`config.mk`:
```
export PLATFORM = sky130hd
export DESIGN_NAME = aux_reset_cause_reg
export DESIGN_NICKNAME = d
export VERILOG_FILES = /design/src/rtl/aux_cause_pkg.sv /design/src/rtl/aux_fetch_chk.sv /design/src/rtl/aux_rst_pattern.sv /design/src/rtl/aux_hf_req_fsm.sv /design/src/rtl/aux_reset_cause_reg.sv
export SDC_FILE = /design/constraint.sdc
export NUM_CORES = 1
export LEC_CHECK = 0
export BUFFER_PORTS_ARGS = -buffer_cell sky130_fd_sc_hd__buf_4
export CAP_MARGIN = 20
export CORE_MARGIN = 1.5
export CORE_UTILIZATION = 40
export CTS_CLUSTER_DIAMETER = 200
export DETAILED_ROUTE_END_ITERATION = 10
export HOLD_SLACK_MARGIN = 0.1
export PLACE_DENSITY = 0.81
export SLEW_MARGIN = 20
export SYNTH_ARGS = -nofsm -noshare
export SYNTH_HDL_FRONTEND = slang
export SYNTH_SLANG_ARGS = --single-unit
```
`constraint.sdc`:
```
create_clock -name clk -period 3.8 [get_ports clk]
set_input_delay 0.76 -clock clk [delete_from_list [all_inputs] [get_ports clk]]
set_output_delay 0.76 -clock clk [all_outputs]
set_load 0.005 [all_outputs]
```
`src/rtl/aux_cause_pkg.sv`:
```
package aux_cause_pkg;
    localparam int REG_W = 8;
    localparam int B_SWR = 7;
    localparam int B_PIN = 6;
    localparam int B_HFR = 5;
    localparam int B_HFI = 4;
    localparam logic [REG_W-1:0] WR_MASK = 8'b1111_1001;

    typedef enum logic [1:0] {
        RK_SOFT   = 2'd0,
        RK_PIN    = 2'd1,
        RK_HFAULT = 2'd2,
        RK_OTHER  = 2'd3
    } rst_kind_e;

    typedef enum logic [1:0] {
        HS_IDLE = 2'd0,
        HS_REQ  = 2'd1,
        HS_WAIT = 2'd2
    } hf_state_e;
endpackage

```
`src/rtl/aux_fetch_chk.sv`:
```
module aux_fetch_chk #(
    parameter int ADDR_W = 16,
    parameter logic [ADDR_W-1:0] FLASH_LAST = ADDR_W'(32'h7FFF)
) (
    input  logic              fetch_valid,
    input  logic [ADDR_W-1:0] fetch_addr,
    input  logic              hf_int_en,
    input  logic              dbg_mode,
    input  logic              dbg_en,
    output logic              fault_int,
    output logic              fault_rst,
    output logic              fault_quiet
);
    logic out_of_range;
    logic suppress;

    // strictly beyond the last valid address
    assign out_of_range = fetch_valid && (fetch_addr > FLASH_LAST);
    assign suppress     = dbg_mode && !dbg_en;

    assign fault_int   = out_of_range && hf_int_en;
    assign fault_quiet = out_of_range && !hf_int_en && suppress;
    assign fault_rst   = out_of_range && !hf_int_en && !suppress;
endmodule

```
`src/rtl/aux_rst_pattern.sv`:
```
module aux_rst_pattern
    import aux_cause_pkg::*;
(
    input  logic [REG_W-1:0] cur,
    input  rst_kind_e        kind,
    output logic [REG_W-1:0] nxt
);
    always_comb begin
        unique case (kind)
            RK_SOFT:   nxt = {1'b1, cur[B_PIN], 6'b0};
            RK_PIN:    nxt = {cur[B_SWR], 1'b1, 6'b0};
            RK_HFAULT: nxt = {cur[B_SWR:B_PIN], 1'b1, 5'b0};
            RK_OTHER:  nxt = {cur[B_SWR:B_HFR], 5'b0};
            default:   nxt = '0;
        endcase
    end
endmodule

```
`src/rtl/aux_hf_req_fsm.sv`:
```
module aux_hf_req_fsm
    import aux_cause_pkg::*;
(
    input  logic clk,
    input  logic por_n,
    input  logic rst_evt,
    input  logic fault_rst,
    output logic rst_req
);
    hf_state_e state_q, state_d;

    always_ff @(posedge clk or negedge por_n) begin
        if (!por_n) state_q <= HS_IDLE;
        else        state_q <= state_d;
    end

    always_comb begin
        state_d = state_q;
        unique case (state_q)
            HS_IDLE: if (fault_rst) state_d = HS_REQ;
            HS_REQ:  state_d = HS_WAIT;
            HS_WAIT: state_d = HS_WAIT;
            default: state_d = HS_IDLE;
        endcase
        if (rst_evt) state_d = HS_IDLE;
    end

    always_comb begin
        unique case (state_q)
            HS_REQ:  rst_req = 1'b1;
            default: rst_req = 1'b0;
        endcase
    end

    a_r6_req_single: assert property (@(posedge clk) disable iff (!por_n)
        rst_req |=> !rst_req);
    a_r6_req_follows_fault: assert property (@(posedge clk) disable iff (!por_n)
        (state_q == HS_IDLE && fault_rst && !rst_evt) |=> rst_req);
    a_r11_no_repeat: assert property (@(posedge clk) disable iff (!por_n)
        (state_q == HS_WAIT && !rst_evt) |=> !rst_req);
endmodule

```
`src/rtl/aux_reset_cause_reg.sv`:
```
module aux_reset_cause_reg
    import aux_cause_pkg::*;
#(
    parameter int ADDR_W = 16,
    parameter logic [ADDR_W-1:0] FLASH_LAST = ADDR_W'(32'h7FFF)
) (
    input  logic              clk,
    input  logic              por_n,
    input  logic              rst_evt,
    input  logic [1:0]        rst_kind,
    input  logic              fetch_valid,
    input  logic [ADDR_W-1:0] fetch_addr,
    input  logic              hf_int_en,
    input  logic              dbg_mode,
    input  logic              dbg_en,
    input  logic              wr_en,
    input  logic [7:0]        wr_data,
    output logic [7:0]        rd_data,
    output logic              hf_irq,
    output logic              hf_rst_req
);
    logic [REG_W-1:0] q, q_nxt, pat;
    logic fault_int, fault_rst, fault_quiet;
    rst_kind_e kind;

    assign kind = rst_kind_e'(rst_kind);

    aux_fetch_chk #(.ADDR_W(ADDR_W), .FLASH_LAST(FLASH_LAST)) u_chk (
        .fetch_valid (fetch_valid),
        .fetch_addr  (fetch_addr),
        .hf_int_en   (hf_int_en),
        .dbg_mode    (dbg_mode),
        .dbg_en      (dbg_en),
        .fault_int   (fault_int),
        .fault_rst   (fault_rst),
        .fault_quiet (fault_quiet)
    );

    aux_rst_pattern u_pat (
        .cur  (q),
        .kind (kind),
        .nxt  (pat)
    );

    aux_hf_req_fsm u_fsm (
        .clk       (clk),
        .por_n     (por_n),
        .rst_evt   (rst_evt),
        .fault_rst (fault_rst),
        .rst_req   (hf_rst_req)
    );

    // reset event beats everything; hardware sets beat software writes
    always_comb begin
        if (rst_evt) begin
            q_nxt = pat;
        end else begin
            q_nxt = wr_en ? (wr_data & WR_MASK) : q;
            if (fault_int)               q_nxt[B_HFI] = 1'b1;
            if (fault_rst || fault_quiet) q_nxt[B_HFR] = 1'b1;
        end
    end

    always_ff @(posedge clk or negedge por_n) begin
        if (!por_n) q <= '0;
        else        q <= q_nxt;
    end

    assign rd_data = q;
    assign hf_irq  = q[B_HFI];

    a_r2_soft_pattern: assert property (@(posedge clk) disable iff (!por_n)
        (rst_evt && rst_kind == 2'd0) |=>
            (rd_data[7] && rd_data[5:0] == 6'd0 && rd_data[6] == $past(rd_data[6])));
    a_r3_pin_pattern: assert property (@(posedge clk) disable iff (!por_n)
        (rst_evt && rst_kind == 2'd1) |=>
            (rd_data[6] && rd_data[5:0] == 6'd0 && rd_data[7] == $past(rd_data[7])));
    a_r4_hf_pattern: assert property (@(posedge clk) disable iff (!por_n)
        (rst_evt && rst_kind == 2'd2) |=>
            (rd_data[5] && rd_data[4:0] == 5'd0 && rd_data[7:6] == $past(rd_data[7:6])));
    a_r5_other_pattern: assert property (@(posedge clk) disable iff (!por_n)
        (rst_evt && rst_kind == 2'd3) |=>
            (rd_data[4:0] == 5'd0 && rd_data[7:5] == $past(rd_data[7:5])));
    a_r7_irq_raised: assert property (@(posedge clk) disable iff (!por_n)
        (fault_int && !rst_evt) |=> (hf_irq && !hf_rst_req));
    a_r8_quiet_no_req: assert property (@(posedge clk) disable iff (!por_n)
        (fault_quiet && !rst_evt) |=> (rd_data[5] && !hf_rst_req));
    a_r9_write_store: assert property (@(posedge clk) disable iff (!por_n)
        (wr_en && !rst_evt && !fetch_valid) |=> rd_data == ($past(wr_data) & 8'hF9));
    a_r10_hw_wins: assert property (@(posedge clk) disable iff (!por_n)
        (wr_en && (fault_rst || fault_quiet) && !rst_evt) |=> rd_data[5]);
endmodule

```
==> out/results.txt, run 1 <==
outcome -> completed
final setup vio count -> 0
Reg2Reg Setup Slack -> 2460 ps
area fraction of the dominant cell type after synthesis -> 36.0%
Power Internal -> 0.000164 W
final hold vios -> 0
nets -> 120
clock tree root driver cell -> clkbuf_4
# placed instances -> 90
switching share of power -> 26.1%
1st-iter DRT viols -> 4
Area Growth Syn to Fin -> 33.0%
most area-hungry cell type in the Yosys netlist -> dfrtp_1
Reg2Reg Depth -> 5
yosys warns -> 0
initial antenna violation count -> 0
final period utilization -> 45.9%
CTS tree -> done
Power per Cell Area -> 299 mW/mm2
reg2reg end -> u_fsm.state_q[1]
commonest cells after routing, fill and taps aside -> 24 x buf_4, 8 x dfrtp_1, 7 x inv_1
layout cells sized above 1 -> 37.2%
critical path peak fanout -> 3
DR vias -> 460
Layout Cells excl Fill -> 93
Die H -> 40.3 um
Post-Synth XOR/XNOR Area -> 0%
antenna diode count -> 0
vias per cell -> 4.95
Pins Over Slew Limit -> 0
Setup Crit Path Kind -> reg2out
die area -> 0.00162 mm2
RSZ-0062 raised after global routing -> false
Pre-antenna DRT Iters -> 2
Flop pwr share -> 44.3%
combinational share of power -> 25.3%
clk sink count -> 8
Routed Antenna Nets -> 0
worst-skew pair later-pin latency -> 260 ps
metal3 WL -> 47 um
M1 WL -> 444 um
placed instance area -> 718 um2
clk buf depth -> 2
Netlist cell types -> 23
vias in the first global route -> 373
routed wire length -> 1060 um
worst path required time -> 3040 ps
hold-fix buffers at CTS -> 0
Port Buffers -> 24
pre-CTS setup slack -> 1920 ps
Synth Area in Compound Gates -> 9.66%
MaxCap Viol Count -> 0
Avg Cell Area, Syn -> 10.1 um2
largest family of logic cells by synthesized area -> multiplexers
top post-synthesis cells by area -> dfrtp_1 36%, ha_1 13%, mux2i_1 9.0%
post-CTS setup buffers -> 0
routed wl met2 -> 560 um
setup tns final -> 0 ps
TritonCTS Buffers -> 3
Critical Path End Type -> output port
Critical Path Sink -> hf_rst_req
Final Cell Area -> 741 um2
LEAKAGE -> 0.384 nW
Fill cells -> 130
RD Place Congestion -> 0.669
Fmax -> 574 MHz
post-synthesis adder-cell area fraction -> 13.5%
grt ovf -> 0
I/O Pins -> 44
R2R Path Start -> u_fsm.state_q[0]
hpwl dp -> 848 um
CORE AREA -> 0.00130 mm2
Crit. Startpoint -> u_fsm.state_q[0]
Hold Crit Class -> in2async
Psw -> 0.0000579 W
htree depth -> 1
per-cell routed wire length -> 11.4 um
Core Util, Final -> 56.9%
die width -> 40.3 um
DRC -> 0
Yosys reg bits -> 8
Reg clk slew, reported paths -> 60 ps
site row count -> 13
most common cell after layout, fill and taps aside -> buf_4
post-CTS sizing -> 0
Startpoint Class -> register
Post-Synthesis Cell Area -> 557 um2
Layout Skew -> 6.20 ps
Clk pwr share -> 30.4%
Max rail drop VDD -> 0.000176 V
Initial Util -> 42.8%
final worst slack -> 2060 ps
Total GRT Usage -> 15.5%
first-pass GRT wire length -> 1570 um
Max Used Layer -> met4
fin crit period -> 1740 ps
Synth Area in Simple Gates -> 13.0%
mux cell area share after synthesis -> 15.1%
largest net degree at the start of global routing -> 16
cells after synthesis -> 55
Worst Path Arrival -> 980 ps
Seq/Total Area, Yosys -> 36.0%
==> power by group through the flow <==
stage | Clock, W | Sequential [W] | Combinational (W)
after floorplan | 0 | 0.0000997 | 0.0000282
after global placement | 0 | 0.0000995 | 0.0000555
after detailed placement | 0 | 0.0000998 | 0.0000569
after CTS | 0.0000714 | 0.0000983 | 0.0000572
after global routing | 0.0000734 | 0.0000989 | 0.0000629
final | 0.0000674 | 0.0000982 | 0.0000562
==> sequential cells by signal, summed over array words and instances, names as in the netlist <==
signal,cells
rd_data,6
u_fsm.state_q,2
==> worst max-delay path, cell delays in order, from the launching register on <==
cell	delay, ps
dfrtp_1	400
ha_1	200
buf_4	130
==> synth_stat cells (all sizes together) <==
cell type  instances
a2111oi            1
conb               1
nor2b              2
nand2              1
nor2               3
nand3              1
buf                5
o31a               1
dfrtp              8
a21oi              3
and3b              1
mux2i              5
a31oi              2
or3b               1
nor3b              1
mux2               3
nand4b             1
o311ai             1
nand2b             1
ha                 6
inv                7
==> per-layer routing <==
layer	track usage (%)	vias to the layer above
li1	-	231
met1	18.1	216
met5	0	-
met3	5.00	2
met4	10.0	0
met2	24.2	11
==> per-stage QoR <==
stage | power, W | hold slack, ps
global placement | 0.000155 | 496
floorplan | 0.000128 | 464
global route | 0.000235 | 306
detailed placement | 0.000157 | 502
finish | 0.000222 | 307
CTS | 0.000227 | 302
==> logic make-up (layout without fill, tap and decap cells) <==
| logic type | Yosys count | in the layout |
|---|---|---|
| simple gates | 12 | 12 |
| fa+ha+maj | 6 | 6 |
| buf+inv | 12 | 34 |
| compound gates | 8 | 8 |
| flops | 8 | 8 |
| other cells | 1 | 2 |
| mux | 8 | 8 |
==> how the worst min path moves through the flow <==
stage,endpoint,slack (ps),depth (start not counted),startpoint
final,rd_data[7],310,1,por_n
after global routing,rd_data[0],310,1,por_n
after CTS,rd_data[7],300,1,por_n
after detailed placement,rd_data[7],500,1,rd_data[7]
after global placement,rd_data[7],500,1,rd_data[7]
after floorplan,rd_data[0],460,0,por_n
==> cell type report <==
type | count | area (um2) | area share [%]
clock buffer | 3 | 22.5 | 3.04
timing repair buffer | 24 | 180 | 24.3
multi-input combinational | 36 | 293 | 39.5
inverter | 7 | 26.3 | 3.55
sequential | 8 | 200 | 27.0
tap | 15 | 18.8 | 2.53
No activity file was read; power rests on OpenSTA's default activity.
==> run 2, diff against run 1 <==
ABC_AREA = 1   (was default)
CORE_UTILIZATION = 34   (was 40)
PLACE_DENSITY = 0.74   (was 0.81)
clock period = 1.6 ns   (was 3.8 ns; I/O delays follow)
==> run 2 against run 1 <==
Via count rose by 21%. Highest routed layer unchanged. Clock-buffer cell count did not move. Critical path type unchanged. First-iteration DRC count rose by 75%. Utilization fell by 6.3 points. Non-clock buffer count rose by 1.
==> out/results.txt, run 2 <==
outcome -> completed
Worst Path Arrival -> 960 ps (-20 ps)
Post-Synth XOR/XNOR Area -> 0% (unchanged)
setup tns final -> 0 ps (unchanged)
largest family of logic cells by synthesized area -> simple AND/OR/NAND/NOR gates
largest net degree at the start of global routing -> 9 (-7)
I/O Pins -> 44 (unchanged)
critical path peak fanout -> 2 (-1)
most common cell after layout, fill and taps aside -> nand2_1
Total GRT Usage -> 14.2% (-1.3 points)
clk sink count -> 8 (unchanged)
Layout Cells excl Fill -> 119 (+28%)
Setup Crit Path Kind -> reg2out
nets -> 145 (+21%)
Layout Skew -> 0.108 ps (-6.09 ps)
Pins Over Slew Limit -> 0 (unchanged)
commonest cells after routing, fill and taps aside -> 28 x nand2_1, 24 x buf_4, 9 x inv_1
Fmax -> 778 MHz
worst path required time -> 1280 ps (-1760 ps)
CTS tree -> done
Reg clk slew, reported paths -> 60 ps (about the same)
clk buf depth -> 2 (unchanged)
vias in the first global route -> 484 (+30%)
Hold Crit Class -> in2reg
1st-iter DRT viols -> 7 (+3)
first-pass GRT wire length -> 1910 um (+22%)
Largest stage delay, worst path -> 340 ps (-60 ps)
Worst path slowest cell -> dfrtp_1
Buf+Inv Stages, Crit Path -> 2 (+1)
Commonest cells post-synth -> 28 x nand2_1, 9 x inv_1, 8 x dfrtp_1, 7 x nand3_1, 6 x ha_1
fin crit period -> 1280 ps
Power per Cell Area -> 708 mW/mm2 (+140%)
Yosys reg bits -> 8 (unchanged)
htree depth -> 1 (unchanged)
TritonCTS Buffers -> 3 (unchanged)
worst-skew pair later-pin latency -> 260 ps (about the same)
# placed instances -> 115 (+28%)
Die H -> 43.5 um (+7.8%)
routed wire length -> 1200 um (+13%)
top post-synthesis cells by area -> dfrtp_1 36%, nand2_1 19%, ha_1 13%
final setup vio count -> 0 (unchanged)
Max rail drop VDD -> 0.000288 V (+63%)
Area Growth Syn to Fin -> 38.4%
clock tree root driver cell -> clkbuf_4
Startpoint Class -> register
number of flip-flops under the largest register name -> 6 (unchanged)
RSZ-0062 raised after global routing -> false
most area-hungry cell type in the Yosys netlist -> dfrtp_1
cells after synthesis -> 77 (+40%)
layout cells sized above 1 -> 31.1% (-6.1 points)
yosys warns -> 0 (unchanged)
die area -> 0.00189 mm2 (+16%)
Critical Path End Type -> output port
Initial Util -> 36.5% (-6.3 points)
post-synthesis adder-cell area fraction -> 13.5% (unchanged)
antenna diode count -> 0 (unchanged)
die width -> 43.5 um (+7.8%)
vias per cell -> 4.66 (-5.7%)
grt ovf -> 0 (unchanged)
Post-synth EDFFs -> 0 (unchanged)
Top delay family on crit path -> flip-flops
Cell Chain, Critical Path -> inv_1 -> ha_1 -> buf_4
Routed Antenna Nets -> 0 (unchanged)
MaxCap Viol Count -> 0 (unchanged)
DRC -> 0 (unchanged)
final period utilization -> 80.3%
Avg Cell Area, Syn -> 7.23 um2 (-29%)
top-count cell post-synth -> nand2_1
site row count -> 14 (+1)
Seq/Total Area, Yosys -> 36.0% (unchanged)
hpwl dp -> 973 um (+15%)
initial antenna violation count -> 0 (unchanged)
RD Place Congestion -> 0.726 (+8.5%)
post-CTS sizing -> 0 (unchanged)
Synth Area in Simple Gates -> 31.9% (+19 points)
Synth Flop Type -> dfrtp_1
DR vias -> 555 (+21%)
Post-Synthesis Cell Area -> 557 um2 (unchanged)
Port Buffers -> 24 (unchanged)
Pre-antenna DRT Iters -> 4 (+2)
CORE AREA -> 0.00152 mm2 (+17%)
area fraction of the dominant cell type after synthesis -> 36.0% (unchanged)
per-cell routed wire length -> 10.1 um (-11%)
Netlist cell types -> 18 (-22%)
final hold vios -> 0 (unchanged)
LEAKAGE -> 0.457 nW (+19%)
Post-synth ARST share -> 100% (unchanged)
mux cell area share after synthesis -> 0% (-15 points)
Synth Area in Compound Gates -> 5.84% (-3.8 points)
==> run 2: cell families (layout without fill, tap and decap cells) <==
group / count (synthesis) / in the layout
AO/OA/AOI/OAI: 6 / 6
adder cells (fa/ha/maj): 6 / 6
buffers and inverters: 15 / 40
flip-flops: 8 / 8
other: 1 / 2
AND/OR/NAND/NOR: 41 / 41
==> run 2: tightest hold or removal path: cells and delay by family <==
kind | cells | cell delay (ps)
simple gates | 2 | 130
buf+inv | 1 | 80
==> run 2: per-stage QoR <==
stage	hold slack (ps)	area [um2]	total power, W	utilization, %	worst slack [ps]
6_report	298	771	0.000546	50.6	315
4_1_cts	296	771	0.000554	50.6	307
2_1_floorplan	24.4	561	0.000306	-	519
3_3_place_gp	147	738	0.000376	48.4	356
3_5_place_dp	147	738	0.000384	48.4	348
5_1_grt	299	771	0.000584	50.6	269
==> run 2: worst paths after layout <==
path | from | to | slack [ps] | depth (start not counted)
worst max-delay path | u_fsm.state_q[1] | hf_rst_req | 320 | 3
worst min-delay path | wr_data[3] | rd_data[3] | 300 | 3
worst max register to register | u_fsm.state_q[0] | u_fsm.state_q[1] | 570 | 7
worst min register to register | rd_data[3] | rd_data[3] | 470 | 2
max in group asynchronous | por_n | rd_data[4] | 1050 | 2
min in group asynchronous | por_n | rd_data[7] | 420 | 2
==> run 2: layout make-up <==
cell class | instances | area, um2
fillers | 161 | 753
multi-input cells | 55 | 293
clock buffers | 3 | 22.5
repair buffers | 25 | 190
well taps | 16 | 20.0
inverters | 12 | 45.0
flip-flops and latches | 8 | 200
==> run 2: layer usage <==
layer  vias up  GRT usage [%]  wire (um)
met5         -              0          0
met4         0           10.9         23
met1       249           18.0        528
met2        18           20.9        572
met3         4           2.92         79
li1        284              -          -
==> run 2: power breakdown <==
part	internal, W	leakage [nW]	total, W	switching [W]
Combinational	0.0000765	0.338	0.000147	0.0000703
Sequential	0.000222	0.105	0.000233	0.0000112
Clock	0.0000866	0.0138	0.000166	0.0000794
Total	0.000385	0.457	0.000546	0.000161
==> run 2: repair_timing <==
action                                 CTS  global route
buffers inserted                         0             0
endpoints found under the hold margin    8             0
hold buffers                             1             0
==> run 3, diff against run 2 <==
ABC_AREA = 0   (was 1)
CORE_UTILIZATION = 37   (was 34)
PLACE_DENSITY = 0.76   (was 0.74)
clock period = 1.2 ns   (was 1.6 ns; I/O delays follow)
==> run 3 against run 2 <==
The flow now finishes with violations (negative setup slack). Sequential share of layout area shrank 2.2 points. Power up 33%. Register-to-register slack worse by 680 ps. Clock-buffer cell count is the same. Global-route usage rose by 0.64 points. Setup slack got worse by 420 ps. Critical path type is now reg2reg.
==> out/results.txt, run 3 (synthesized netlist as in run 1, its figures left out) <==
outcome -> finished, violations left
failing checks -> negative setup slack
Port Buffers -> 24 (unchanged)
nets -> 127 (-12%)
DR vias -> 495 (-11%)
final hold vios -> 0 (unchanged)
Hold WS -> 236 ps (-61.5 ps)
Largest stage delay, worst path -> 370 ps (+30 ps)
hold path start -> rst_evt
RD Place Congestion -> 0.851 (+17%)
initial antenna violation count -> 0 (unchanged)
clk sink count -> 8 (unchanged)
Pins Over Slew Limit -> 0 (unchanged)
pre-CTS setup slack -> -174 ps (-522 ps)
MaxCap Viol Count -> 0 (unchanged)
vias in the first global route -> 515 (+6.4%)
Layout Skew -> 0.0205 ps (-0.0877 ps)
TritonCTS Buffers -> 3 (unchanged)
die area -> 0.00175 mm2 (-7.6%)
Fmax -> 764 MHz
Power per Cell Area -> 866 mW/mm2 (+22%)
I/O Pins -> 44 (unchanged)
commonest cells after routing, fill and taps aside -> 27 x buf_4, 8 x dfrtp_1, 5 x inv_1, 5 x mux2i_1, 4 x ha_1
grt ovf -> 0 (unchanged)
critical path peak fanout -> 2 (unchanged)
worst-skew pair later-pin latency -> 250 ps (about the same)
Setup Crit Path Kind -> reg2reg
reg2reg end -> u_fsm.state_q[1]
clk buf depth -> 2 (unchanged)
Hold Path End -> u_fsm.state_q[0]
Hold Crit Class -> in2reg
Die H -> 41.8 um (-3.9%)
Reg2Reg Setup Slack -> -110 ps (-680 ps)
DRC -> 0 (unchanged)
RSZ-0062 raised after global routing -> true
Buf+Inv Stages, Crit Path -> 1 (-1)
site row count -> 13 (-1)
Startpoint Class -> register
final worst slack -> -109 ps (-424 ps)
vias per cell -> 4.95 (+6.1%)
per-cell routed wire length -> 11.7 um (+15%)
LEAKAGE -> 0.425 nW (-6.9%)
Pre-antenna DRT Iters -> 4 (unchanged)
Hold Path Stages -> 2 (-1)
Area Growth Syn to Fin -> 51.0%
Cell Chain, Critical Path -> inv_2 -> ha_4 -> or3b_1 -> o31a_1 -> o311ai_2
clock tree root driver cell -> clkbuf_4
1st-iter DRT viols -> 5 (-2)
number of flip-flops under the largest register name -> 6 (unchanged)
setup tns final -> -169 ps (-169 ps)
Total GRT Usage -> 14.8% (+0.64 points)
final period utilization -> 109%
Worst path slowest cell -> dfrtp_1
die width -> 41.8 um (-3.9%)
worst path required time -> 1350 ps (+70 ps)
routed wire length -> 1170 um (-3.2%)
Reg2Reg Depth -> 5 (-2)
CORE AREA -> 0.00135 mm2 (-11%)
Max rail drop VDD -> 0.000507 V (+76%)
CTS tree -> done
antenna diode count -> 0 (unchanged)
Worst Path Arrival -> 1460 ps (+500 ps)
Routed Antenna Nets -> 0 (unchanged)
Reg clk slew, reported paths -> 50 ps (about the same)
Critical Path End Type -> register
final setup vio count -> 2 (+2)
first-pass GRT wire length -> 2010 um (+5.0%)
CP Depth -> 5 (+2)
htree depth -> 1 (unchanged)
Initial Util -> 41.2% (+4.7 points)
Core Util, Final -> 62.3% (+12 points)
layout cells sized above 1 -> 47.1% (+16 points)
most common cell after layout, fill and taps aside -> buf_4
fin crit period -> 1310 ps
largest net degree at the start of global routing -> 11 (+2)
R2R Path Start -> u_fsm.state_q[0]
Top delay family on crit path -> flip-flops
run 3: worst max path at each step:
stage                       endpoint              from  slack [ps]
global route        u_fsm.state_q[1]  u_fsm.state_q[1]        -150
finish              u_fsm.state_q[1]  u_fsm.state_q[0]        -110
global placement          rd_data[7]       rst_kind[0]        -120
floorplan           u_fsm.state_q[1]  u_fsm.state_q[0]         -60
CTS                 u_fsm.state_q[1]  u_fsm.state_q[0]        -110
detailed placement        rd_data[7]       rst_kind[0]        -170
run 3: final cells by class:
class / instances / area [um2]
Clock buffer: 3 / 22.5
Tap cell: 15 / 18.8
Sequential cell: 8 / 200
Timing Repair Buffer: 31 / 246
Fill cell: 112 / 509
Inverter: 7 / 26.3
Multi-Input combinational cell: 36 / 327
run 3: layer usage:
metal,vias up,track usage [%],part of all wire [%]
met4,0,7.74,0.69
li1,243,-,-
met5,-,0,0
met3,2,3.04,4.1
met2,17,26.3,54
met1,233,16.4,41
run 3: stage by stage:
stage          cell area, um2  total power [W]  instances
2_1_floorplan             561         0.000405         56
3_3_place_gp              756         0.000503         95
3_5_place_dp              756         0.000507         95
4_1_cts                   820         0.000734        100
5_1_grt                   841         0.000785        100
6_report                  841         0.000729        100
run 3: report_power, final:
| part | switching, W | internal (W) |
|---|---|---|
| logic | 0.0000803 | 0.000132 |
| registers | 0.0000155 | 0.000296 |
| clock network | 0.0000910 | 0.000114 |
| total | 0.000187 | 0.000542 |
run 3: timing repair:
action,4_1_cts,5_1_grt
buffers inserted,1,0
pin swaps,1,2
gates resized for setup,5,5
hold buffers,1,0
hold endpoints to repair,8,0
setup endpoints to repair,2,3
